**src/rtl/adc_seq_pkg.sv**
```systemverilog
package adc_seq_pkg;
  localparam int CSR_W       = 8;
  localparam int BIT_ENABLE  = 7;
  localparam int BIT_START   = 6;
  localparam int BIT_FREERUN = 5;
  localparam int BIT_FLAG    = 4;
  localparam int BIT_IRQEN   = 3;
  localparam int PSEL_W      = 3;

  // Strobes from control to datapath
  typedef struct packed {
    logic prescClr;  // hold prescaler at zero
    logic cycClr;    // clear tick counter
    logic cycInc;    // count one converter tick
    logic capture;   // load result from sample input
    logic longLen;   // current conversion uses the initialization length
  } seqStrobe_t;

  // log2 of the divide ratio selected by the prescaler field
  function automatic int divShift(input logic [PSEL_W-1:0] sel);
    return (sel < PSEL_W'(2)) ? 1 : int'(sel);
  endfunction
endpackage

```
**src/rtl/adc_seq_datapath.sv**
```systemverilog
module adc_seq_datapath
  import adc_seq_pkg::*;
#(
  parameter int RESULT_W   = 10,
  parameter int NORMAL_LEN = 13,
  parameter int INIT_LEN   = 25
) (
  input  logic                clk,
  input  logic                rstN,
  input  seqStrobe_t          strobe,
  input  logic [PSEL_W-1:0]   prescSel,
  input  logic [RESULT_W-1:0] sampleIn,
  output logic                tick,
  output logic                lastCycle,
  output logic [RESULT_W-1:0] result
);
  localparam int PRESC_W = (1 << PSEL_W) - 1;
  localparam int CYC_W   = $clog2(INIT_LEN);
  localparam logic [CYC_W-1:0] NORMAL_LAST = CYC_W'(NORMAL_LEN - 1);
  localparam logic [CYC_W-1:0] INIT_LAST   = CYC_W'(INIT_LEN - 1);

  logic [PRESC_W-1:0] prescCnt;
  logic [PRESC_W-1:0] divMask;
  logic [CYC_W-1:0]   cycCnt;

  always_comb divMask = PRESC_W'((1 << divShift(prescSel)) - 1);

  // free-running divider, held at zero while the converter is off
  always_ff @(posedge clk or negedge rstN) begin
    if (!rstN)                prescCnt <= '0;
    else if (strobe.prescClr) prescCnt <= '0;
    else                      prescCnt <= prescCnt + PRESC_W'(1);
  end

  assign tick = !strobe.prescClr && ((prescCnt | ~divMask) == '1);

  always_ff @(posedge clk or negedge rstN) begin
    if (!rstN)              cycCnt <= '0;
    else if (strobe.cycClr) cycCnt <= '0;
    else if (strobe.cycInc) cycCnt <= cycCnt + CYC_W'(1);
  end

  assign lastCycle = (cycCnt == (strobe.longLen ? INIT_LAST : NORMAL_LAST));

  always_ff @(posedge clk or negedge rstN) begin
    if (!rstN)               result <= '0;
    else if (strobe.capture) result <= sampleIn;
  end
endmodule

```
**src/rtl/adc_seq_control.sv**
```systemverilog
module adc_seq_control
  import adc_seq_pkg::*;
(
  input  logic              clk,
  input  logic              rstN,
  input  logic              wrEn,
  input  logic [CSR_W-1:0]  wrData,
  input  logic              irqAck,
  input  logic              globalIrqEn,
  input  logic              tick,
  input  logic              lastCycle,
  output seqStrobe_t        strobe,
  output logic [PSEL_W-1:0] prescSel,
  output logic [CSR_W-1:0]  csrValue,
  output logic              irqReq
);
  logic enableQ, busyQ, freeRunQ, flagQ, irqEnQ, firstQ;
  logic [PSEL_W-1:0] prescQ;
  logic disableWr, startReq, done, flagClr;

  always_comb begin
    disableWr = wrEn && !wrData[BIT_ENABLE];
    startReq  = wrEn && wrData[BIT_ENABLE] && wrData[BIT_START] && !busyQ;
    done      = busyQ && tick && lastCycle && !disableWr;
    flagClr   = (wrEn && wrData[BIT_FLAG]) || irqAck;
  end

  always_comb begin
    strobe.prescClr = !enableQ;
    strobe.cycClr   = !busyQ || done;
    strobe.cycInc   = busyQ && tick;
    strobe.capture  = done;
    strobe.longLen  = firstQ;
  end

  always_ff @(posedge clk or negedge rstN) begin
    if (!rstN) begin
      enableQ  <= 1'b0;
      freeRunQ <= 1'b0;
      irqEnQ   <= 1'b0;
      prescQ   <= '0;
    end else if (wrEn) begin
      enableQ  <= wrData[BIT_ENABLE];
      freeRunQ <= wrData[BIT_FREERUN];
      irqEnQ   <= wrData[BIT_IRQEN];
      prescQ   <= wrData[PSEL_W-1:0];
    end
  end

  // a completion outranks a clear on the same edge
  always_ff @(posedge clk or negedge rstN) begin
    if (!rstN)        flagQ <= 1'b0;
    else if (done)    flagQ <= 1'b1;
    else if (flagClr) flagQ <= 1'b0;
  end

  always_ff @(posedge clk or negedge rstN) begin
    if (!rstN)          busyQ <= 1'b0;
    else if (disableWr) busyQ <= 1'b0;
    else if (startReq)  busyQ <= 1'b1;
    else if (done)      busyQ <= freeRunQ;
  end

  // initialization length pending until the first completion after enable
  always_ff @(posedge clk or negedge rstN) begin
    if (!rstN)                      firstQ <= 1'b1;
    else if (disableWr || !enableQ) firstQ <= 1'b1;
    else if (done)                  firstQ <= 1'b0;
  end

  assign prescSel = prescQ;
  assign csrValue = {enableQ, busyQ, freeRunQ, flagQ, irqEnQ, prescQ};
  assign irqReq   = flagQ && irqEnQ && globalIrqEn;
endmodule

```
**src/rtl/adc_sar_sequencer.sv**
```systemverilog
module adc_sar_sequencer
  import adc_seq_pkg::*;
#(
  parameter int RESULT_W   = 10,
  parameter int NORMAL_LEN = 13,
  parameter int INIT_LEN   = 25
) (
  input  logic                clk,
  input  logic                rstN,
  input  logic                csrWrEn,
  input  logic [CSR_W-1:0]    csrWrData,
  output logic [CSR_W-1:0]    csrRdData,
  input  logic [RESULT_W-1:0] sampleIn,
  input  logic                irqAck,
  input  logic                globalIrqEn,
  output logic                irqReq,
  output logic [RESULT_W-1:0] result
);
  seqStrobe_t        strobe;
  logic [PSEL_W-1:0] prescSel;
  logic              tick;
  logic              lastCycle;

  adc_seq_control u_control (
    .clk        (clk),
    .rstN       (rstN),
    .wrEn       (csrWrEn),
    .wrData     (csrWrData),
    .irqAck     (irqAck),
    .globalIrqEn(globalIrqEn),
    .tick       (tick),
    .lastCycle  (lastCycle),
    .strobe     (strobe),
    .prescSel   (prescSel),
    .csrValue   (csrRdData),
    .irqReq     (irqReq)
  );

  adc_seq_datapath #(
    .RESULT_W  (RESULT_W),
    .NORMAL_LEN(NORMAL_LEN),
    .INIT_LEN  (INIT_LEN)
  ) u_datapath (
    .clk      (clk),
    .rstN     (rstN),
    .strobe   (strobe),
    .prescSel (prescSel),
    .sampleIn (sampleIn),
    .tick     (tick),
    .lastCycle(lastCycle),
    .result   (result)
  );
endmodule

```
**config.mk**
```make
export PLATFORM = sky130hd
export DESIGN_NAME = adc_sar_sequencer
export DESIGN_NICKNAME = d
export VERILOG_FILES = /design/src/rtl/adc_seq_pkg.sv /design/src/rtl/adc_seq_datapath.sv /design/src/rtl/adc_seq_control.sv /design/src/rtl/adc_sar_sequencer.sv
export SDC_FILE = /design/constraint.sdc
export NUM_CORES = 1
export LEC_CHECK = 0
export BUFFER_PORTS_ARGS = -buffer_cell sky130_fd_sc_hd__buf_2
export CAP_MARGIN = 20
export CORE_MARGIN = 10
export CORE_UTILIZATION = 40
export CTS_BUF_LIST = sky130_fd_sc_hd__clkbuf_16
export DETAILED_ROUTE_END_ITERATION = 6
export GPL_TIMING_DRIVEN = 0
export PLACE_DENSITY_LB_ADDON = 0.25
export SLEW_MARGIN = 20
export SYNTH_ARGS = -nofsm -noshare
export SYNTH_HDL_FRONTEND = slang
export SYNTH_HIERARCHICAL = 1
export SYNTH_SLANG_ARGS = --single-unit
```
**constraint.sdc**
```tcl
create_clock -name clk -period 4 [get_ports clk]
set_clock_uncertainty 0.2 [all_clocks]
set_input_delay 0.4 -clock clk [delete_from_list [all_inputs] [get_ports clk]]
set_output_delay 0.4 -clock clk [all_outputs]
set_load 0.02 [all_outputs]
```
# [After elaboration in Yosys (flattened, before gate mapping)]
# Index checks and enable logic that the tools add are counted.
[totals] out_inout_bits=19 regBits=31
[op_classes] order_cmp=1 n_shift=1 bitwise_logic=2 muxes=12 eq_ne=2 add_sub_neg=3 n_reduce_logical=22
[op_table] op="1-bit by 32-bit left shift with 7-bit output (first input constant)" count=1
[op_table] op="5-bit two-way mux" count=3
[op_table] op="1-bit logical AND" count=11
[op_table] op="7-bit by 1-bit adder with 7-bit output (second input constant)" count=1
[op_table] op="7-bit equality test (second input constant)" count=1
[op_table] op="1-bit two-way mux" count=7
[op_table] op="7-bit two-way mux" count=1
[op_table] op="7-bit inverter" count=1
[op_table] op="7-bit bitwise OR" count=1
[op_table] op="7-bit by 2-bit subtractor with 7-bit output (second input constant)" count=1
[op_table] op="2-bit nonzero test" count=3
[op_table] op="5-bit by 1-bit adder with 5-bit output (second input constant)" count=1
[op_table] op="5-bit equality test" count=1
[op_table] op="1-bit logical NOT" count=4
[op_table] op="1-bit logical OR" count=3
[op_table] op="3-bit by 2-bit less-than comparator with 1-bit output (second input constant)" count=1
[op_table] op="3-bit two-way mux" count=1
[op_table] op="3-bit nonzero test" count=1

# [Depth between registers and ports, before layout]
[depth] depth_word=14 depth_mapped=10 depth_no_buf=8

# [By module]
# The synthesis kept the hierarchy.
[modules_own_cells] mod="adc_seq_datapath" cells_each=84 area_each_um2=983.4 instances=1
[modules_own_cells] mod="adc_seq_control" cells_each=42 area_each_um2=478.0 instances=1

# [Worst setup path before layout]
# Ideal clock, no wire load.
[synth_path] path_type="register -> register" startpoint="reg u_control.prescQ[1], in the netlist u_control/prescSel[1]" endpoint="reg u_datapath.result[0]" t_arrival_ps=1954 n_path_buf=3 t_required_ps=3675 setup_slack_ps=1721 stages_incl_launch_ff=11 setup_time_ps=125 period_less_slack_ps=2279 cell_sequence="dfrtp_1 > buf_4 > inv_1 > o21ai_0 > a221oi_1 > o21a_1 > nand3_1 > nor2_1 > buf_4 > buf_2 > mux2_2"
[synth_between] elab_chain_len=11
[synth_lines] item="from (decl)" line_no="adc_seq_control.sv:18" source="logic [PSEL_W-1:0] prescQ;"
[synth_lines] item="from (signal assigned)" line_no="adc_seq_control.sv:46" source="prescQ <= wrData[PSEL_W-1:0];"
[synth_lines] item="3-bit by 2-bit less-than comparator with 1-bit output" line_no="adc_seq_pkg.sv:21" source="return (sel < PSEL_W'(2)) ? 1 : int'(sel);"
[synth_lines] item="3-bit two-way mux (*)" line_no="adc_seq_pkg.sv:21"
[synth_lines] item="1-bit by 32-bit left shift with 7-bit output (*)" line_no="adc_seq_datapath.sv:26" source="always_comb divMask = PRESC_W'((1 << divShift(prescSel)) - 1);"
[synth_lines] item="7-bit by 2-bit subtractor with 7-bit output (*)" line_no="adc_seq_datapath.sv:26"
[synth_lines] item="7-bit inverter (*)" line_no="adc_seq_datapath.sv:35" source="assign tick = !strobe.prescClr && ((prescCnt | ~divMask) == '1);"
[synth_lines] item="7-bit bitwise OR (*)" line_no="adc_seq_datapath.sv:35"
[synth_lines] item="7-bit equality test (*)" line_no="adc_seq_datapath.sv:35"
[synth_lines] item="1-bit logical AND (*)" line_no="adc_seq_datapath.sv:35"
[synth_lines] item="via tick" line_no="adc_sar_sequencer.sv:21" source="logic tick;"
[synth_lines] item="1-bit logical AND (*) (3 in series)" line_no="adc_seq_control.sv:24" source="done = busyQ && tick && lastCycle && !disableWr;"
[synth_lines] item="via u_control.done" line_no="adc_seq_control.sv:19" source="logic disableWr, startReq, done, flagClr;"
[synth_lines] item="to (signal assigned)" line_no="adc_seq_datapath.sv:47" source="else if (strobe.capture) result <= sampleIn;"
[synth_lines] item="to (decl)" line_no="adc_seq_datapath.sv:15" source="output logic [RESULT_W-1:0] result"
# Mark *: on every way through the listed nets, which the timed path passes. The rest lies on a longest branch.
# A chain may end at the register's enable or synchronous reset.

# [Worst setup path after layout]
[layout_path] startpoint="reg u_control.firstQ" endpoint="reg u_datapath.result[3]"
[layout_between] elab_chain_len=4
[layout_lines] item="from (decl)" line_no="adc_seq_control.sv:17" source="logic enableQ, busyQ, freeRunQ, flagQ, irqEnQ, firstQ;"
[layout_lines] item="from (signal assigned)" line_no="adc_seq_control.sv:66" source="if (!rstN) firstQ <= 1'b1;"
[layout_lines] item="from (signal assigned)" line_no="adc_seq_control.sv:67" source="else if (disableWr || !enableQ) firstQ <= 1'b1;"
[layout_lines] item="from (signal assigned)" line_no="adc_seq_control.sv:68" source="else if (done) firstQ <= 1'b0;"
[layout_lines] item="5-bit two-way mux" line_no="adc_seq_datapath.sv:43" source="assign lastCycle = (cycCnt == (strobe.longLen ? INIT_LAST : NORMAL_LAST));"
[layout_lines] item="5-bit equality test" line_no="adc_seq_datapath.sv:43"
[layout_lines] item="via lastCycle" line_no="adc_sar_sequencer.sv:22" source="logic lastCycle;"
[layout_lines] item="1-bit logical AND (2 in series)" line_no="adc_seq_control.sv:24"
[layout_lines] item="via u_control.done" line_no="adc_seq_control.sv:19"
# The timed path passes the listed nets, and every way through them passes these cells.

==> summary.md <==
| Metric | Value |
|---|---|
| Outcome | `finished, final reports clean` |
| CP Capture Type | `flip-flop` |
| RSZ-0062 raised after global routing | `false` |
| Ratio of cells with drive above 1 in the final layout | `44.00%` |
| Setup violators final | `0` |
| H-tree level count | `2` |
| Area Growth Syn to Fin | `27.65%` |
| Vias/cell | `4.729` |
| Top_reg_cell synth | `dfrtp_1` |
| Fin nets | `200` |
| WS Path Type | `reg -> reg` |
| Peak supply drop | `0.2637 mV` |
| Fmax | `410.0 MHz` |
| Cts bufs inserted | `5` |
| Post-CTS setup buffers | `0` |
| Normalized max-slew margin | `54.46%` |
| CTS root buf | `clkbuf_16` |
| Setup slack, reg-to-reg | `1560 ps` |
| Initial Util | `42.46%` |
| Synthesized area per cell | `11.60 um^2` |
| Pins Over Slew Limit | `0` |
| Area of the die | `6471 um^2` |
| Most frequent cell after synthesis | `dfrtp_1` |
| HPWL after DPL | `2.332 mm` |
| Least-Margin Pin Slew | `683.1 ps` |
| Warnings from Yosys | `6` |
| Syn nets | `152` |
| Antenna violations before repair | `0` |
| Data arrival, critical path | `2390 ps` |
| Grt total ovfl | `0` |
| Overall routing resource usage | `9.785%` |
| Total Neg Setup Slack | `0 ps` |
| Drt first pass iters | `4` |
| First-pass GRT wire length | `4.988 mm` |
| Critical Path Fanout Max | `10` |
| Routed WL | `2.997 mm` |
| Sequential element share of the synthesized area | `53.17%` |
| TritonCTS clock tree | `done` |
| Unique masters post-synth | `35` |
| Largest net degree at the start of global routing | `32` |
| Cell Area, Synth | `1461 um^2` |
| Die Wd | `80.45 um` |
| CP required | `3950 ps` |
| Post-DR wirelength/cell | `13.56 um` |
| Final min period | `2439 ps` |
| Final Non-Filler Cells | `221` |
| Synthesis-stage register bit count | `31` |
| Gpl congestion | `0.8050` |
| Clock Sinks | `31` |
| Vias in the first global route | `1129` |
| Async S/R FF share, synth | `100.0%` |
| EDFF count, synth | `0` |
| Number of port buffers | `40` |
| Clock Path Buffers | `2` |
| Startpoint types | `flip-flop` |
| Top post-synthesis cells by count | `30 x dfrtp_1, 15 x mux2_2, 12 x nor2_1` |
| Fin crit share | `60.97%` |
| Core footprint | `3442 um^2` |
| Cell Count Post-Placement | `212` |
| MaxCap Viol Count | `0` |
| Via count | `1045` |
| DIE HEIGHT | `80.45 um` |
| Worst-path clk slew | `50 ps` |
| Total power | `0.0007824 W` |
| PD cells | `419.4 nW/um^2` |
| Cell taking the most area after synthesis | `dfrtp_1` |
| ANT nets after route | `0` |
| IO Count | `42` |
| Cells after Synth | `126` |
| Drt drc | `0` |
| Leak | `0.9056 nW` |
| Area contributors post-synth | `dfrtp_1 51%, mux2_2 12%, buf_4 5.1%` |
| Final hold violation count | `0` |
| Share of the synthesized area in the top cell type | `51.37%` |
| Row Count | `21` |
| Worst hold path type | `in -> reg` |
| Starting DRT DRC Count | `41` |
| Worst-Skew Late Latency | `270 ps` |
| Antenna cells | `0` |
| Post-CTS resize count | `0` |
-- critical path, cell delays in order, from the launching register on --
cell	delay, ps
dfstp_2	360
buf_4	120
or3b_2	450
a21oi_1	200
nand3_1	170
nor2_1	120
buf_4	110
buf_2	220
mux2_2	360
-- state kept, by name, summed over array words and instances (netlist names), 3 cells and up --
signal / count
u_control/prescSel: 3
u_datapath/cycCnt: 5
u_datapath/prescCnt: 7
u_datapath/result: 10
-- per-stage QoR --
step | utilization (%) | worst slack [ps] | instance area, um^2 | hold WS (ps)
floorplan | - | 1721 | 1461 | -95.59
global placement | 49.95 | 1564 | 1719 | 274.3
detailed placement | 49.95 | 1558 | 1719 | 283.0
CTS | 54.20 | 1553 | 1866 | 148.5
global route | 54.20 | 1402 | 1866 | 159.1
finish | 54.20 | 1561 | 1866 | 155.7
-- per-layer routing --
layer / share of wire (%) / wire length [um] / track usage (%)
met1: 37 / 1104 / 8.870
met2: 54 / 1631 / 17.99
met3: 7.3 / 218 / 5.011
met4: 1.4 / 43 / 3.697
met5: 0 / 0 / 0
-- cell usage in the layout, fill, tap and decap left out, types with 2 or more instances in the layout --
master     instances
nor2_1            12
xnor2_1            2
nand3_1            4
nor2b_1            2
buf_4             10
clkbuf_16          5
buf_2             41
clkinv_1           2
nand4_1            2
dfrtp_1           30
mux2_2            15
nand2_1            6
inv_1              7
ha_1               3
xor2_1             6
o21ai_0            4
a21oi_1            3
-- where the power goes --
part / leakage, nW / switching, W / total [W] / internal [W]
logic: 0.439 / 0.0000505 / 0.0000948 / 0.0000442
registers: 0.396 / 0.0000133 / 0.000345 / 0.000331
clock network: 0.0701 / 0.000120 / 0.000343 / 0.000223
total: 0.906 / 0.000184 / 0.000782 / 0.000598
-- final timing paths --
path | start | to | cells after the start
worst min register to register | u_datapath/result[8] | u_datapath/result[8] | 1
worst max-delay path | u_control/firstQ | u_datapath/result[3] | 8
worst min-delay path | sampleIn[8] | u_datapath/result[8] | 2
worst max register to register | u_control/firstQ | u_datapath/result[3] | 8
max in group asynchronous | rstN | u_datapath/cycCnt[3] | 2
min in group asynchronous | rstN | u_datapath/prescCnt[4] | 2
-- cell type report --
class | count | area, um^2
plain buffers | 13 | 95.09
clock inverters | 3 | 11.26
clock buffers | 5 | 125.1
multi-input cells | 76 | 566.8
fillers | 322 | 1577
well taps | 46 | 57.56
inverters | 6 | 22.52
repair buffers | 41 | 210.2
flip-flops and latches | 31 | 777.0
-- logic make-up (layout without fill, tap and decap cells) --
family,count (synthesis),after routing,share of synthesized area (%)
and+or+nand+nor,37,37,13.96
DFF,31,31,53.17
AOI/OAI and AO/OA,12,12,5.223
buffers and inverters,19,68,8.047
muxes,16,16,12.24
adders and majority gates,3,3,2.569
xor gates and xnor gates,8,8,4.795
-- what timing repair did --
action,CTS,global route
hold buffers,1,0
endpoints found under the setup margin,0,0
endpoints found under the hold margin,6,0
No activity file was read; power rests on OpenSTA's default activity.
